<file path="config.mk">
export PLATFORM = sky130hd
export DESIGN_NAME = cfgw_top
export DESIGN_NICKNAME = d
export VERILOG_FILES = /design/src/rtl/cfgw_pkg.sv /design/src/rtl/cfgw_hostport.sv /design/src/rtl/cfgw_bank.sv /design/src/rtl/cfgw_rdmux.sv /design/src/rtl/cfgw_top.sv
export SDC_FILE = /design/constraint.sdc
export NUM_CORES = 1
export LEC_CHECK = 0
export ABC_CLOCK_PERIOD_IN_PS = 5100
export BUFFER_PORTS_ARGS = -buffer_cell sky130_fd_sc_hd__buf_2
export CAP_MARGIN = 0
export CORE_ASPECT_RATIO = 0.6
export CORE_UTILIZATION = 35
export CTS_BUF_LIST = sky130_fd_sc_hd__clkbuf_4 sky130_fd_sc_hd__clkbuf_8
export DETAILED_ROUTE_END_ITERATION = 8
export HOLD_SLACK_MARGIN = 0.06
export SETUP_SLACK_MARGIN = 0.02
export SYNTH_ARGS = -nofsm -noshare
export SYNTH_HDL_FRONTEND = slang
export SYNTH_SLANG_ARGS = --single-unit
</file>
<file path="constraint.sdc">
create_clock -name clk -period 5.1 [get_ports clk]
set_input_delay 1.02 -clock clk [delete_from_list [all_inputs] [get_ports clk]]
set_output_delay 1.02 -clock clk [all_outputs]
set_load 0.05 [all_outputs]
</file>
<file path="src/rtl/cfgw_pkg.sv">
// Shared constants, reset tables and types for the configuration window.
// Assumes a fixed set of seven device banks whose order defines output slots.
package cfgw_pkg;

    localparam int DW       = 8;
    localparam int BASE_W   = 16;
    localparam int NUM_DEV  = 7;
    localparam int PWR_SLOT = 6;

    localparam logic [DW-1:0] KEY_BYTE  = 8'h87;
    localparam logic [DW-1:0] EXIT_BYTE = 8'hAA;
    localparam logic [DW-1:0] IDX_LDN   = 8'h07;
    localparam logic [DW-1:0] IDX_BANK0 = 8'h30;
    localparam logic [DW-1:0] IDX_ACT   = 8'h30;
    localparam logic [DW-1:0] IDX_B0H   = 8'h60;
    localparam logic [DW-1:0] IDX_B0L   = 8'h61;
    localparam logic [DW-1:0] IDX_B1H   = 8'h62;
    localparam logic [DW-1:0] IDX_B1L   = 8'h63;
    localparam logic [DW-1:0] IDX_IRQ   = 8'h70;
    localparam logic [DW-1:0] IDX_PWR   = 8'hFB;

    typedef enum logic [1:0] {
        LK_CLOSED = 2'd0,
        LK_HALF   = 2'd1,
        LK_OPEN   = 2'd2
    } lock_state_t;

    // Device number served by each output slot.
    function automatic logic [DW-1:0] slot_ldn(input int s);
        case (s)
            0:       return 8'h01;
            1:       return 8'h02;
            2:       return 8'h04;
            3:       return 8'h05;
            4:       return 8'h06;
            5:       return 8'h07;
            default: return 8'h0A;
        endcase
    endfunction

    // Reset value of the first base address per slot.
    function automatic logic [BASE_W-1:0] slot_base_rst(input int s);
        case (s)
            0:       return 16'h03F8;
            1:       return 16'h02F8;
            default: return 16'h0000;
        endcase
    endfunction

    // Reset value of the IRQ number per slot.
    function automatic logic [DW-1:0] slot_irq_rst(input int s);
        case (s)
            0:       return 8'd4;
            1:       return 8'd3;
            default: return 8'd0;
        endcase
    endfunction

endpackage

</file>
<file path="src/rtl/cfgw_hostport.sv">
// Host side of the window: key sequence tracker, index register, device
// selector and the qualified data-port write strobe for the banks.
// Assumes one io_wr pulse per byte; the index port is io_addr = 0.
module cfgw_hostport
    import cfgw_pkg::*;
(
    input  logic          clk,
    input  logic          rst_n,
    input  logic          io_wr,
    input  logic          io_addr,
    input  logic [DW-1:0] io_wdata,
    output logic          cfg_open,
    output logic [DW-1:0] cur_idx,
    output logic [DW-1:0] cur_ldn,
    output logic          bank_wr
);

    lock_state_t   lk_q;
    logic          idx_wr;
    logic          dat_wr;
    logic [DW-1:0] idx_q;
    logic [DW-1:0] ldn_q;

    assign idx_wr = io_wr && !io_addr;
    assign dat_wr = io_wr &&  io_addr;

    // Key tracker: two back-to-back key bytes open, the exit byte closes.
    always_ff @(posedge clk) begin
        if (!rst_n) begin
            lk_q <= LK_CLOSED;
        end else if (idx_wr) begin
            case (lk_q)
                LK_CLOSED: if (io_wdata == KEY_BYTE) lk_q <= LK_HALF;
                LK_HALF:   lk_q <= (io_wdata == KEY_BYTE) ? LK_OPEN : LK_CLOSED;
                LK_OPEN:   if (io_wdata == EXIT_BYTE) lk_q <= LK_CLOSED;
                default:   lk_q <= LK_CLOSED;
            endcase
        end
    end

    // Index register: loaded by index writes only while open, never by exit.
    always_ff @(posedge clk) begin
        if (!rst_n) begin
            idx_q <= '0;
        end else if (idx_wr && (lk_q == LK_OPEN) && (io_wdata != EXIT_BYTE)) begin
            idx_q <= io_wdata;
        end
    end

    // Device selector: global data register written while open.
    always_ff @(posedge clk) begin
        if (!rst_n) begin
            ldn_q <= '0;
        end else if (dat_wr && (lk_q == LK_OPEN) && (idx_q == IDX_LDN)) begin
            ldn_q <= io_wdata;
        end
    end

    assign cfg_open = (lk_q == LK_OPEN);
    assign cur_idx  = idx_q;
    assign cur_ldn  = ldn_q;
    assign bank_wr  = dat_wr && (lk_q == LK_OPEN);

endmodule

</file>
<file path="src/rtl/cfgw_bank.sv">
// One logical-device register bank: activate bit, two bases, IRQ number and,
// for the power slot only, the control register with its sticky status flag.
// Assumes bank_wr is already qualified by the open window.
module cfgw_bank
    import cfgw_pkg::*;
#(
    parameter int SLOT = 0
) (
    input  logic              clk,
    input  logic              rst_n,
    input  logic              bank_wr,
    input  logic [DW-1:0]     cur_idx,
    input  logic [DW-1:0]     cur_ldn,
    input  logic [DW-1:0]     wdata,
    input  logic              pwr_evt,
    output logic              active,
    output logic [BASE_W-1:0] base0,
    output logic [BASE_W-1:0] base1,
    output logic [DW-1:0]     irq,
    output logic [DW-1:0]     rd_val,
    output logic              pwr_flag
);

    localparam logic [DW-1:0]     MY_LDN   = slot_ldn(SLOT);
    localparam logic [BASE_W-1:0] BASE_RST = slot_base_rst(SLOT);
    localparam logic [DW-1:0]     IRQ_RST  = slot_irq_rst(SLOT);
    localparam bit                HAS_PWR  = (SLOT == PWR_SLOT);

    logic              wr;
    logic              act_q;
    logic [BASE_W-1:0] b0_q;
    logic [BASE_W-1:0] b1_q;
    logic [DW-1:0]     irq_q;
    logic [DW-2:0]     ctl_lo;
    logic              flag_q;

    assign wr = bank_wr && (cur_ldn == MY_LDN);

    // Activate bit and IRQ number storage.
    always_ff @(posedge clk) begin
        if (!rst_n) begin
            act_q <= 1'b0;
            irq_q <= IRQ_RST;
        end else if (wr) begin
            if (cur_idx == IDX_ACT) act_q <= wdata[0];
            if (cur_idx == IDX_IRQ) irq_q <= wdata;
        end
    end

    // Base address storage, one byte lane per index.
    always_ff @(posedge clk) begin
        if (!rst_n) begin
            b0_q <= BASE_RST;
            b1_q <= '0;
        end else if (wr) begin
            case (cur_idx)
                IDX_B0H: b0_q[BASE_W-1:DW] <= wdata;
                IDX_B0L: b0_q[DW-1:0]      <= wdata;
                IDX_B1H: b1_q[BASE_W-1:DW] <= wdata;
                IDX_B1L: b1_q[DW-1:0]      <= wdata;
                default: ;
            endcase
        end
    end

    generate
        if (HAS_PWR) begin : g_pwr
            // Control low bits: plain read/write storage.
            always_ff @(posedge clk) begin
                if (!rst_n) begin
                    ctl_lo <= '0;
                end else if (wr && (cur_idx == IDX_PWR)) begin
                    ctl_lo <= wdata[DW-2:0];
                end
            end

            // Status flag: event sets, a written one clears, event wins a tie.
            always_ff @(posedge clk) begin
                if (!rst_n) begin
                    flag_q <= 1'b0;
                end else if (pwr_evt) begin
                    flag_q <= 1'b1;
                end else if (wr && (cur_idx == IDX_PWR) && wdata[DW-1]) begin
                    flag_q <= 1'b0;
                end
            end
        end else begin : g_nopwr
            logic unused_evt;
            assign unused_evt = pwr_evt;
            assign ctl_lo     = '0;
            assign flag_q     = 1'b0;
        end
    endgenerate

    // Read-back value for the current index.
    always_comb begin
        case (cur_idx)
            IDX_ACT: rd_val = {{(DW-1){1'b0}}, act_q};
            IDX_B0H: rd_val = b0_q[BASE_W-1:DW];
            IDX_B0L: rd_val = b0_q[DW-1:0];
            IDX_B1H: rd_val = b1_q[BASE_W-1:DW];
            IDX_B1L: rd_val = b1_q[DW-1:0];
            IDX_IRQ: rd_val = irq_q;
            IDX_PWR: rd_val = HAS_PWR ? {flag_q, ctl_lo} : '0;
            default: rd_val = '0;
        endcase
    end

    assign active   = act_q;
    assign base0    = b0_q;
    assign base1    = b1_q;
    assign irq      = irq_q;
    assign pwr_flag = flag_q;

endmodule

</file>
<file path="src/rtl/cfgw_rdmux.sv">
// Read path: chooses between index register, locked pattern, the global
// selector and the selected bank's value. Purely combinational.
// Assumes bank values arrive packed by slot.
module cfgw_rdmux
    import cfgw_pkg::*;
(
    input  logic                  io_rd,
    input  logic                  io_addr,
    input  logic                  cfg_open,
    input  logic [DW-1:0]         cur_idx,
    input  logic [DW-1:0]         cur_ldn,
    input  logic [NUM_DEV*DW-1:0] bank_rd,
    output logic [DW-1:0]         io_rdata
);

    // Priority selection of the byte returned to the host.
    always_comb begin
        io_rdata = '0;
        if (io_rd) begin
            if (!io_addr) begin
                io_rdata = cur_idx;
            end else if (!cfg_open) begin
                io_rdata = '1;
            end else if (cur_idx == IDX_LDN) begin
                io_rdata = cur_ldn;
            end else if (cur_idx >= IDX_BANK0) begin
                for (int s = 0; s < NUM_DEV; s++) begin
                    if (cur_ldn == slot_ldn(s)) io_rdata = bank_rd[s*DW +: DW];
                end
            end
        end
    end

endmodule

</file>
<file path="src/rtl/cfgw_top.sv">
// Keyed index/data configuration window with banked per-device registers.
// Assumes a single host master; outputs feed the chip's function blocks.
module cfgw_top
    import cfgw_pkg::*;
(
    input  logic                      clk,
    input  logic                      rst_n,
    input  logic                      io_wr,
    input  logic                      io_rd,
    input  logic                      io_addr,
    input  logic [DW-1:0]             io_wdata,
    output logic [DW-1:0]             io_rdata,
    input  logic                      pwr_evt,
    output logic                      cfg_open,
    output logic [NUM_DEV-1:0]        dev_active,
    output logic [NUM_DEV*BASE_W-1:0] dev_base0,
    output logic [NUM_DEV*BASE_W-1:0] dev_base1,
    output logic [NUM_DEV*DW-1:0]     dev_irq,
    output logic                      pwr_status
);

    logic [DW-1:0]         cur_idx;
    logic [DW-1:0]         cur_ldn;
    logic                  bank_wr;
    logic [NUM_DEV*DW-1:0] bank_rd;
    logic [NUM_DEV-1:0]    flag_vec;

    cfgw_hostport u_host (
        .clk      (clk),
        .rst_n    (rst_n),
        .io_wr    (io_wr),
        .io_addr  (io_addr),
        .io_wdata (io_wdata),
        .cfg_open (cfg_open),
        .cur_idx  (cur_idx),
        .cur_ldn  (cur_ldn),
        .bank_wr  (bank_wr)
    );

    generate
        for (genvar s = 0; s < NUM_DEV; s++) begin : g_bank
            cfgw_bank #(.SLOT(s)) u_bank (
                .clk      (clk),
                .rst_n    (rst_n),
                .bank_wr  (bank_wr),
                .cur_idx  (cur_idx),
                .cur_ldn  (cur_ldn),
                .wdata    (io_wdata),
                .pwr_evt  (pwr_evt),
                .active   (dev_active[s]),
                .base0    (dev_base0[s*BASE_W +: BASE_W]),
                .base1    (dev_base1[s*BASE_W +: BASE_W]),
                .irq      (dev_irq[s*DW +: DW]),
                .rd_val   (bank_rd[s*DW +: DW]),
                .pwr_flag (flag_vec[s])
            );
        end
    endgenerate

    cfgw_rdmux u_rd (
        .io_rd    (io_rd),
        .io_addr  (io_addr),
        .cfg_open (cfg_open),
        .cur_idx  (cur_idx),
        .cur_ldn  (cur_ldn),
        .bank_rd  (bank_rd),
        .io_rdata (io_rdata)
    );

    assign pwr_status = |flag_vec;

endmodule

</file>
# After elaboration in Yosys (flattened, before gate mapping)
# Index checks and enable logic that the tools add are counted.
dict set report op_classes {
  n_lt_le_gt_ge 1
  n_eq_ne 29
  reduce_logical 61
  n_mux 60
}
# cell n
set ops {}
lappend ops {{2-to-1 mux 8 bit} 47}
lappend ops {{case mux 8 bit (6 select lines)} 6}
lappend ops {{AND reduction 2 bit} 42}
lappend ops {{equality test 8 bit} 7}
lappend ops {{case mux 8 bit (7 select lines)} 1}
lappend ops {{equality test 8 x 3 -> 1 bit, second input constant} 5}
lappend ops {{equality test 8 x 7 -> 1 bit, second input constant} 5}
lappend ops {{equality test 8 bit, second input constant} 3}
lappend ops {{logical AND 1 bit} 15}
lappend ops {{equality test 8 x 1 -> 1 bit, second input constant} 1}
lappend ops {{equality test 8 x 2 -> 1 bit, second input constant} 1}
lappend ops {{equality test 8 x 4 -> 1 bit, second input constant} 1}
lappend ops {{equality test 8 x 6 -> 1 bit, second input constant} 1}
lappend ops {{>= comparator 8 x 6 -> 1 bit, second input constant} 1}
lappend ops {{inequality test 8 bit, second input constant} 1}
lappend ops {{2-to-1 mux 2 bit} 3}
lappend ops {{case mux 2 bit (3 select lines)} 1}
lappend ops {{AND reduction 3 bit} 1}
lappend ops {{equality test 2 x 1 -> 1 bit, second input constant} 1}
lappend ops {{equality test 2 bit, second input constant} 1}
lappend ops {{zero test 2 bit} 1}
lappend ops {{2-to-1 mux 1 bit} 2}
lappend ops {{inequality test 2 x 1 -> 1 bit, second input constant} 1}
lappend ops {{inequality test 2 bit, second input constant} 1}
lappend ops {{other kinds (2)} 2}
dict set report totals {
  wordCells 198
  out_inout_bits 297
  reg_bits 313
  in_bits 14
}

# Logic depth before layout (Yosys ltp)
# Gate-level depths: netlist of run 1.
dict set report depth {
  depth_word 19
  mapped_depth 11
  depth_no_buf 7
}

# Hierarchy
# A second synthesis of run 1 with hierarchy kept.
dict set report unflattened {
  hier_cells 1602
  hier_area_um2 15860.2
}
# module cells_per_inst area_each_um2 seq_area_each_um2 n_inst
set by_module_without_submodules {}
lappend by_module_without_submodules {{cfgw_bank at g_bank[3].u_bank ...} 195 1956.9 820.8 2}
lappend by_module_without_submodules {{cfgw_bank at g_bank[6].u_bank} 226 2294.7 980.9 1}
lappend by_module_without_submodules {{cfgw_bank at g_bank[0].u_bank} 204 2028.2 820.8 1}
lappend by_module_without_submodules {{cfgw_bank at g_bank[1].u_bank} 203 2021.9 820.8 1}
lappend by_module_without_submodules {{cfgw_bank at g_bank[5].u_bank} 195 1958.1 820.8 1}
lappend by_module_without_submodules {{cfgw_bank at g_bank[2].u_bank} 195 1954.4 820.8 1}
lappend by_module_without_submodules {cfgw_rdmux 106 852.1 0.0 1}
lappend by_module_without_submodules {cfgw_hostport 80 822.0 360.3 1}
lappend by_module_without_submodules {cfgw_top 3 15.0 0.0 1}

# Least setup slack after synthesis of run 1
# OpenSTA, ideal clock, no wires.
dict set report synth_path {
  path_type {flip-flop to output port}
  from {register u_host.idx_q[3] (netlist: u_host.cur_idx[3])}
  to {output port io_rdata[4]}
  slack_ns 1.330
  required_time_ns 4.080
  arrival_ns 2.750
  n_path_buf 4
  path_stages_with_launch 12
  cell_sequence {dfxtp_1 buf_2 or4b_4 nor2_2 buf_6 buf_6 buf_6 a22oi_1 nor2_1 nor2_1 a211o_1 a21oi_1}
}
dict set report synth_between {
  elab_chain_cells 14
  elab_cells_between_ends 28
  classes_between {order compare (1); eq/ne (8); mux (19)}
}
# item line_no
set synth_rtl {}
lappend synth_rtl {{from (decl)} cfgw_hostport.sv:21} ;# logic [DW-1:0] idx_q;
lappend synth_rtl {{from (signal assigned)} cfgw_hostport.sv:46} ;# idx_q <= io_wdata;
lappend synth_rtl {{equality test 8 x 7 -> 1 bit or equality test 8 x 6 -> 1 bit (tied branches)} cfgw_bank.sv:97} ;# case (cur_idx)
lappend synth_rtl {{case mux 8 bit (6 select lines)} cfgw_bank.sv:97}
lappend synth_rtl {{2-to-1 mux 8 bit (7 in series)} cfgw_rdmux.sv:28} ;# if (cur_ldn == slot_ldn(s)) io_rdata = bank_rd[s*DW +: DW];
lappend synth_rtl {{2-to-1 mux 8 bit} cfgw_rdmux.sv:26} ;# end else if (cur_idx >= IDX_BANK0) begin
lappend synth_rtl {{2-to-1 mux 8 bit (*)} cfgw_rdmux.sv:24} ;# end else if (cur_idx == IDX_LDN) begin
lappend synth_rtl {{2-to-1 mux 8 bit (*)} cfgw_rdmux.sv:22} ;# end else if (!cfg_open) begin
lappend synth_rtl {{2-to-1 mux 8 bit (*)} cfgw_rdmux.sv:20} ;# if (!io_addr) begin
lappend synth_rtl {{2-to-1 mux 8 bit (*)} cfgw_rdmux.sv:19} ;# if (io_rd) begin
lappend synth_rtl {{to (decl)} cfgw_top.sv:12} ;# output logic [DW-1:0] io_rdata,
# Every way passes the cells marked *; elsewhere a longest branch is shown, timed or not.

# Worst setup path in the final report of run 1
dict set report layout_path {
  from {register u_host.idx_q[6] (netlist: u_host.cur_idx[6])}
  to {output port io_rdata[4]}
}
# The elaborated chain is that of the path after synthesis.

==> qor.yml, run 1 <==
status:
  run_status: "completed"
worst_setup_path:
  critPathKind: "register to output pin"
  crit_buf_inv: 1
  crit_required_ns: 4.08
  rr_startpoint: "u_host.cur_idx[6]$_SDFFE_PN0P_"
  cp_max_fo: 13
  path_cells: "or4b_4 > nor2_2 > a22oi_1 > a21oi_1 > o21ai_1 > a211o_1 > a21oi_1 > buf_2"
  arrival_ns: 3.93
  cp_common_cell: "a21oi_1"
  crit_path_max_incr_delay_ns: 0.64
  ff2ff_path_depth: 8
  critical_path.top_delay_family: "compound AO/OA/AOI/OAI gates"
  worstReg2RegEnd: "g_bank[5].u_bank.base1[4]$_SDFFE_PN0P_"
  rrSetupSlack_ns: 1.74
  cp-end-kind: "output pin"
  cp-start-kind: "register"
  crit_slowest_cell: "dfxtp_1"
cts:
  clockBufferDepth: 3
  ctsHoldBuffers: 0
  clock-sinks: 313
  numCtsBuffers: 48
  cts_resized: 0
  clk_latency_ns: 0.60
  clk_pin_slew_ns: 0.07
  cts_max_level: 2
  post_cts_buffers: 0
  cts_tree: "built"
  root_buffer: "clkbuf_8"
yosys:
  synth_seq_cells: 313
  synth_top_cell_by_area: "dfxtp_1"
  yosys.area.top_type_share: 0.430
  synth-async-reset-ratio: 0
  synth_edf_count: 0
  syn_area_sq_um: 14600
  synth_cell_type_count: 60
  seq_area_frac_synth: 0.430
  yosys_warnings: 0
  synthesis.instances: 1766
  synth_nets: 1780
  synth-main-ff-cell: "dfxtp_1"
  synth_area_leaders: "dfxtp_1 43%, nand2_1 11%, a21oi_1 9.4%"
  synth.avg_cell_area_sq_um: 8.26
min_path:
  holdCritPathClass: "register to register"
  min_to: "g_bank[6].u_bank.ctl_lo[4]$_SDFFE_PN0P_"
  whs_path_depth: 2
  hold_start: "g_bank[6].u_bank.ctl_lo[4]$_SDFFE_PN0P_"
detailed_routing:
  viasPerCell: 5.78
  drc: 0
  first_iter_violations: 1915
  postRouteWirelength_mm: 61.0
  vias: 14975
  dr.pass1.iters: 6
  postRouteAntennaNets: 0
  wl_per_cell_um: 23.5
timing:
  fin_skew_ns: 0.0360
  rsz0062_at_grt: "false"
  hold_viol: 0
  max_freq_ghz: 0.202
  post-route-period-util: 0.971
  slew_viol_final: 0
  fin_crit_ns: 4.95
  slew-limit-headroom: 0.306
  final.setup.tns_ns: 0
  finalSetupViolations: 0
  tightest_slew_ns: 1.03
global_route:
  grtUsageTotal: 0.277
  grt_pass1_vias: 13590
  antenna_found_initial: 0
  gr-total-overflow: 0
  grt_pass1_wl_mm: 89.4
  grt_start_max_net_pins: 102
place:
  io_buffer_count: 310
  post_dp_cell_area_sq_um: 16300
  place_hpwl_mm: 42.3
  routabilityCongestion: 1.03
die:
  die_w_um: 266
  coreArea_sq_um: 40800
  die_h_um: 160
  initial_core_util: 0.358
  rows: 57
  dieArea_sq_um: 42500
  io_pins: 311
power_and_ir_drop:
  p_leak_nw: 6.41
  vdd_drop_max_mv: 0.159
  powerDensity_nw_per_um2: 283
layout:
  area_growth_pct: 19.3
  layout-drive-gt1-share: 0.260
  nNetsFinal: 2013
  design_area_sq_um: 17400
  diodes: 0
flow_run:
  maxCapViolCount: 0
## worst max-delay path by stage
stage | end | startpoint | slack [ns] | depth (start not counted)
after floorplan | io_rdata[4] | u_host.cur_idx[3]$_SDFFE_PN0P_ | 1.33 | 11
after global placement | io_rdata[4] | u_host.cur_idx[1]$_SDFFE_PN0P_ | 0.94 | 8
after detailed placement | io_rdata[4] | u_host.cur_idx[1]$_SDFFE_PN0P_ | 0.85 | 8
after CTS | io_rdata[4] | u_host.cur_idx[1]$_SDFFE_PN0P_ | 0.21 | 8
after global routing | io_rdata[4] | u_host.cur_idx[1]$_SDFFE_PN0P_ | 0.09 | 8
final | io_rdata[4] | u_host.cur_idx[6]$_SDFFE_PN0P_ | 0.15 | 8
## logic make-up after synthesis
logic type             Yosys count  synth area share
and+or+nand+nor                647             0.198
AOI/OAI and AO/OA              532             0.209
DFF                            313             0.430
buffers and inverters          168            0.0572
muxes                          106             0.106
## power breakdown
group / leakage (nW) / switching (mW) / internal, mW
clock: 0.558 / 1.04 / 1.29
sequential: 2.52 / 0.000670 / 2.44
combinational: 3.33 / 0.133 / 0.0208
## sequential cells by signal, summed over array words and instances, names as in the netlist
register	cells
u_host.lk_q	2
u_host.cur_ldn	8
g_bank.u_bank.irq	56
g_bank.u_bank.pwr_flag	1
g_bank.u_bank.active	7
g_bank.u_bank.base0	112
g_bank.u_bank.base1	112
u_host.cur_idx	8
g_bank.u_bank.ctl_lo	7
## cells in the mapped netlist (8+ instances only)
library cell	number
mux2_2	22
nor2_1	86
a31oi_1	9
a22o_1	21
clkbuf_1	101
nor2_2	8
nand3_1	63
a21oi_1	275
buf_4	21
a22oi_1	46
buf_6	9
nand2_1	432
o21ai_0	135
mux4_2	36
a221oi_1	9
dfxtp_1	313
buf_2	22
mux2i_1	48
## worst register-to-register path, stage by stage, from the launching register on
cell,delay [ns]
dfxtp_1,0.64
or4b_4,0.56
nor2_4,0.10
buf_4,0.51
nand3_1,0.28
buf_4,0.27
nor2_1,0.61
nand2_1,0.12
a21oi_1,0.18
## per-stage QoR
step	hold WS [ns]	util	instances	total power, mW	setup slack (ns)
6_report	0.465	0.426	2593	4.92	0.147
5_1_grt	0.480	0.426	2593	5.07	0.0873
3_5_place_dp	0.450	0.401	2509	2.65	0.848
3_3_place_gp	0.444	0.401	2509	2.65	0.938
2_1_floorplan	0.432	-	1766	2.59	1.33
4_1_cts	0.458	0.426	2593	4.94	0.206
## placed cells by master, fill, tap and decap left out, types with 9 or more instances in the layout
master      n
a21oi_1   275
a221oi_1    9
a22o_1     21
a22oi_1    46
a31oi_1     9
buf_2     310
buf_4      35
clkbuf_4   13
clkbuf_8   62
dfxtp_1   311
mux2_2     22
mux2i_1    48
mux4_2     36
nand2_1   432
nand3_1    63
nor2_1     85
o21ai_0   135
## final cells by class
| class | count | area [sq um] |
|---|---|---|
| clock buffer | 75 | 951 |
| clock inverter | 9 | 101 |
| fill | 4118 | 23400 |
| inverter | 4 | 22.5 |
| multi-input combinational | 1285 | 7490 |
| sequential | 313 | 6270 |
| tap | 560 | 701 |
| timing repair buffer | 347 | 1850 |
## metal layers
| layer | global-route usage | vias to the layer above | part of all wire |
|---|---|---|---|
| li1 | - | 6667 | - |
| met1 | 0.413 | 7328 | 0.45 |
| met2 | 0.405 | 893 | 0.43 |
| met3 | 0.0563 | 87 | 0.10 |
| met4 | 0.0617 | 0 | 0.018 |
| met5 | 0 | - | 0 |
Note: power is estimated with default switching activity, not from simulation.
==> run 2: changes to the inputs <==
--- a/config.mk
+++ b/config.mk
@@ -6,5 +6,5 @@
 export NUM_CORES = 1
 export LEC_CHECK = 0
-export ABC_CLOCK_PERIOD_IN_PS = 5100
+export ABC_CLOCK_PERIOD_IN_PS = 5500
 export BUFFER_PORTS_ARGS = -buffer_cell sky130_fd_sc_hd__buf_2
 export CAP_MARGIN = 0
@@ -14,4 +14,5 @@
 export DETAILED_ROUTE_END_ITERATION = 8
 export HOLD_SLACK_MARGIN = 0.06
+export PLACE_DENSITY = 0.63
 export SETUP_SLACK_MARGIN = 0.02
 export SYNTH_ARGS = -nofsm -noshare
==> constraint.sdc (replaced) <==
create_clock -name clk -period 5.5 [get_ports clk]
set_input_delay 0.55 -clock clk [delete_from_list [all_inputs] [get_ports clk]]
set_output_delay 0.55 -clock clk [all_outputs]
set_load 0.05 [all_outputs]
==> qor.yml, run 2 (synthesized netlist as in run 1, its figures left out) <==
power_and_ir_drop:
  pwr-share-clk: 0.463
  powerDensity_nw_per_um2: 260
  power.total_mw: 4.48
  pwr-share-seq: 0.506
  intPower_mw: 3.38
  switching_share: 0.247
  vdd_drop_max_mv: 0.154
  pwr-share-comb: 0.031
  p_sw_mw: 1.11
  p_leak_nw: 6.34
die:
  die_h_um: 160
  io_pins: 311
  coreArea_sq_um: 40800
  initial_core_util: 0.358
  rows: 57
  die_w_um: 266
  dieArea_sq_um: 42500
layout:
  nNetsFinal: 2005
  fin_util: 0.423
  final_common_cell: "nand2_1"
  mostFrequentLayoutCells: "432 x nand2_1, 311 x dfxtp_1, 310 x buf_2, 275 x a21oi_1, 135 x o21ai_0"
  area_growth_pct: 18.4
  layout-drive-gt1-share: 0.257
global_route:
  grtUsageTotal: 0.277
  antenna_found_initial: 1
  grt_pass1_wl_mm: 90.6
  gr-total-overflow: 0
  grt_start_max_net_pins: 179
  grt_pass1_vias: 13990
cts:
  clk_pin_slew_ns: 0.07
  post_cts_buffers: 0
  cts_tree: "built"
  clock-sinks: 313
  numCtsBuffers: 47
  cts_resized: 0
  clk_latency_ns: 0.62
  clockBufferDepth: 3
  ctsHoldBuffers: 0
  cts_max_level: 2
  root_buffer: "clkbuf_8"
timing:
  hold_ws_ns: 0.182
  rsz0062_at_grt: "false"
  slew-limit-headroom: 0.101
  final.setup.tns_ns: 0
  hold_viol: 0
  fin_crit_ns: 4.88
  fin_skew_ns: 0.0351
  max_freq_ghz: 0.205
  slew_viol_final: 0
  finalSetupViolations: 0
  tightest_slew_ns: 1.35
  post-route-period-util: 0.888
worst_setup_path:
  cp-end-kind: "output pin"
  cp_max_fo: 39
  ff2ff_path_depth: 6
  rr_startpoint: "u_host.cur_idx[1]$_SDFFE_PN0P_"
  worstReg2RegEnd: "g_bank[6].u_bank.base1[9]$_SDFFE_PN0P_"
  critPathKind: "register to output pin"
  crit_required_ns: 4.95
  rrSetupSlack_ns: 1.41
  cp-start-kind: "register"
  arrival_ns: 4.33
detailed_routing:
  first_iter_violations: 1827
  dr.pass1.iters: 8
  vias: 15050
  postRouteAntennaNets: 0
  viasPerCell: 5.82
  drc: 0
  postRouteWirelength_mm: 61.2
  wl_per_cell_um: 23.7
status:
  run_status: "completed"
flow_run:
  maxCapViolCount: 0
place:
  place_hpwl_mm: 41.8
  io_buffer_count: 310
  routabilityCongestion: 0.991
min_path:
  hold_start: "pwr_evt"
  whs_path_depth: 3
  holdCritPathClass: "input pin to register"
  min_to: "g_bank[6].u_bank.pwr_flag$_SDFFE_PN0P_"
## run 2: cell types whose count changed in the layout (fill, tap and decap cells not counted), sizes merged
| cell | delta |
|---|---|
| buf | -7 |
| bufinv | -2 |
| clkinv | -2 |
| inv | +2 |
| diode | +1 |
## run 2: final cells by class
class                   instances  area, sq um
repair buffers                340         1780
diodes                          1         2.50
well taps                     560          701
multi-input cells            1285         7500
clock inverters                 7         51.3
fillers                      4112        23500
flip-flops and latches        313         6270
inverters                       4         22.5
clock buffers                  75          945
## run 2: through the flow
| stage | instances | area, sq um | worst slack (ns) |
|---|---|---|---|
| global route | 2584 | 17300 | 0.392 |
| floorplan | 1766 | 14600 | 2.20 |
| CTS | 2584 | 17300 | 0.657 |
| finish | 2585 | 17300 | 0.616 |
| detailed placement | 2502 | 16300 | 1.33 |
| global placement | 2502 | 16300 | 1.45 |
## run 2: worst max-delay path, cell delays in order, from the launching register on
cell and delay, ns:
dfxtp_4 0.82, nor2b_1 1.12, and2_1 0.59, buf_4 0.27, a22oi_1 0.08, a41oi_1 0.25
o221ai_1 0.14, a21oi_1 0.14, buf_2 0.30
## run 2: worst max-delay path by stage
| stage | to | depth (start not counted) | start |
|---|---|---|---|
| 2_1_floorplan | io_rdata[4] | 11 | u_host.cur_idx[3]$_SDFFE_PN0P_ |
| 3_3_place_gp | io_rdata[7] | 8 | u_host.cur_idx[1]$_SDFFE_PN0P_ |
| 3_5_place_dp | io_rdata[7] | 8 | u_host.cur_idx[1]$_SDFFE_PN0P_ |
| 4_1_cts | io_rdata[7] | 8 | u_host.cur_idx[1]$_SDFFE_PN0P_ |
| 5_1_grt | io_rdata[7] | 8 | u_host.cur_idx[1]$_SDFFE_PN0P_ |
| 6_report | io_rdata[7] | 8 | u_host.cur_idx[1]$_SDFFE_PN0P_ |
## run 2: per-layer routing
metal  vias to the layer above  global-route usage  share of wire  wire length, um
met5                         -                   0              0                0
met4                         0              0.0833          0.026             1580
met3                       113              0.0780           0.12             7230
met2                       938               0.408           0.43            26400
met1                      7327               0.390           0.42            26000
li1                       6672                   -              -                -
## run 2: power by group through the flow
stage,combinational [mW],sequential [mW],clock [mW]
after floorplan,0.0820,2.32,0
after global placement,0.136,2.32,0
after detailed placement,0.136,2.32,0
after CTS,0.136,2.27,2.09
after global routing,0.144,2.27,2.19
final,0.140,2.27,2.08
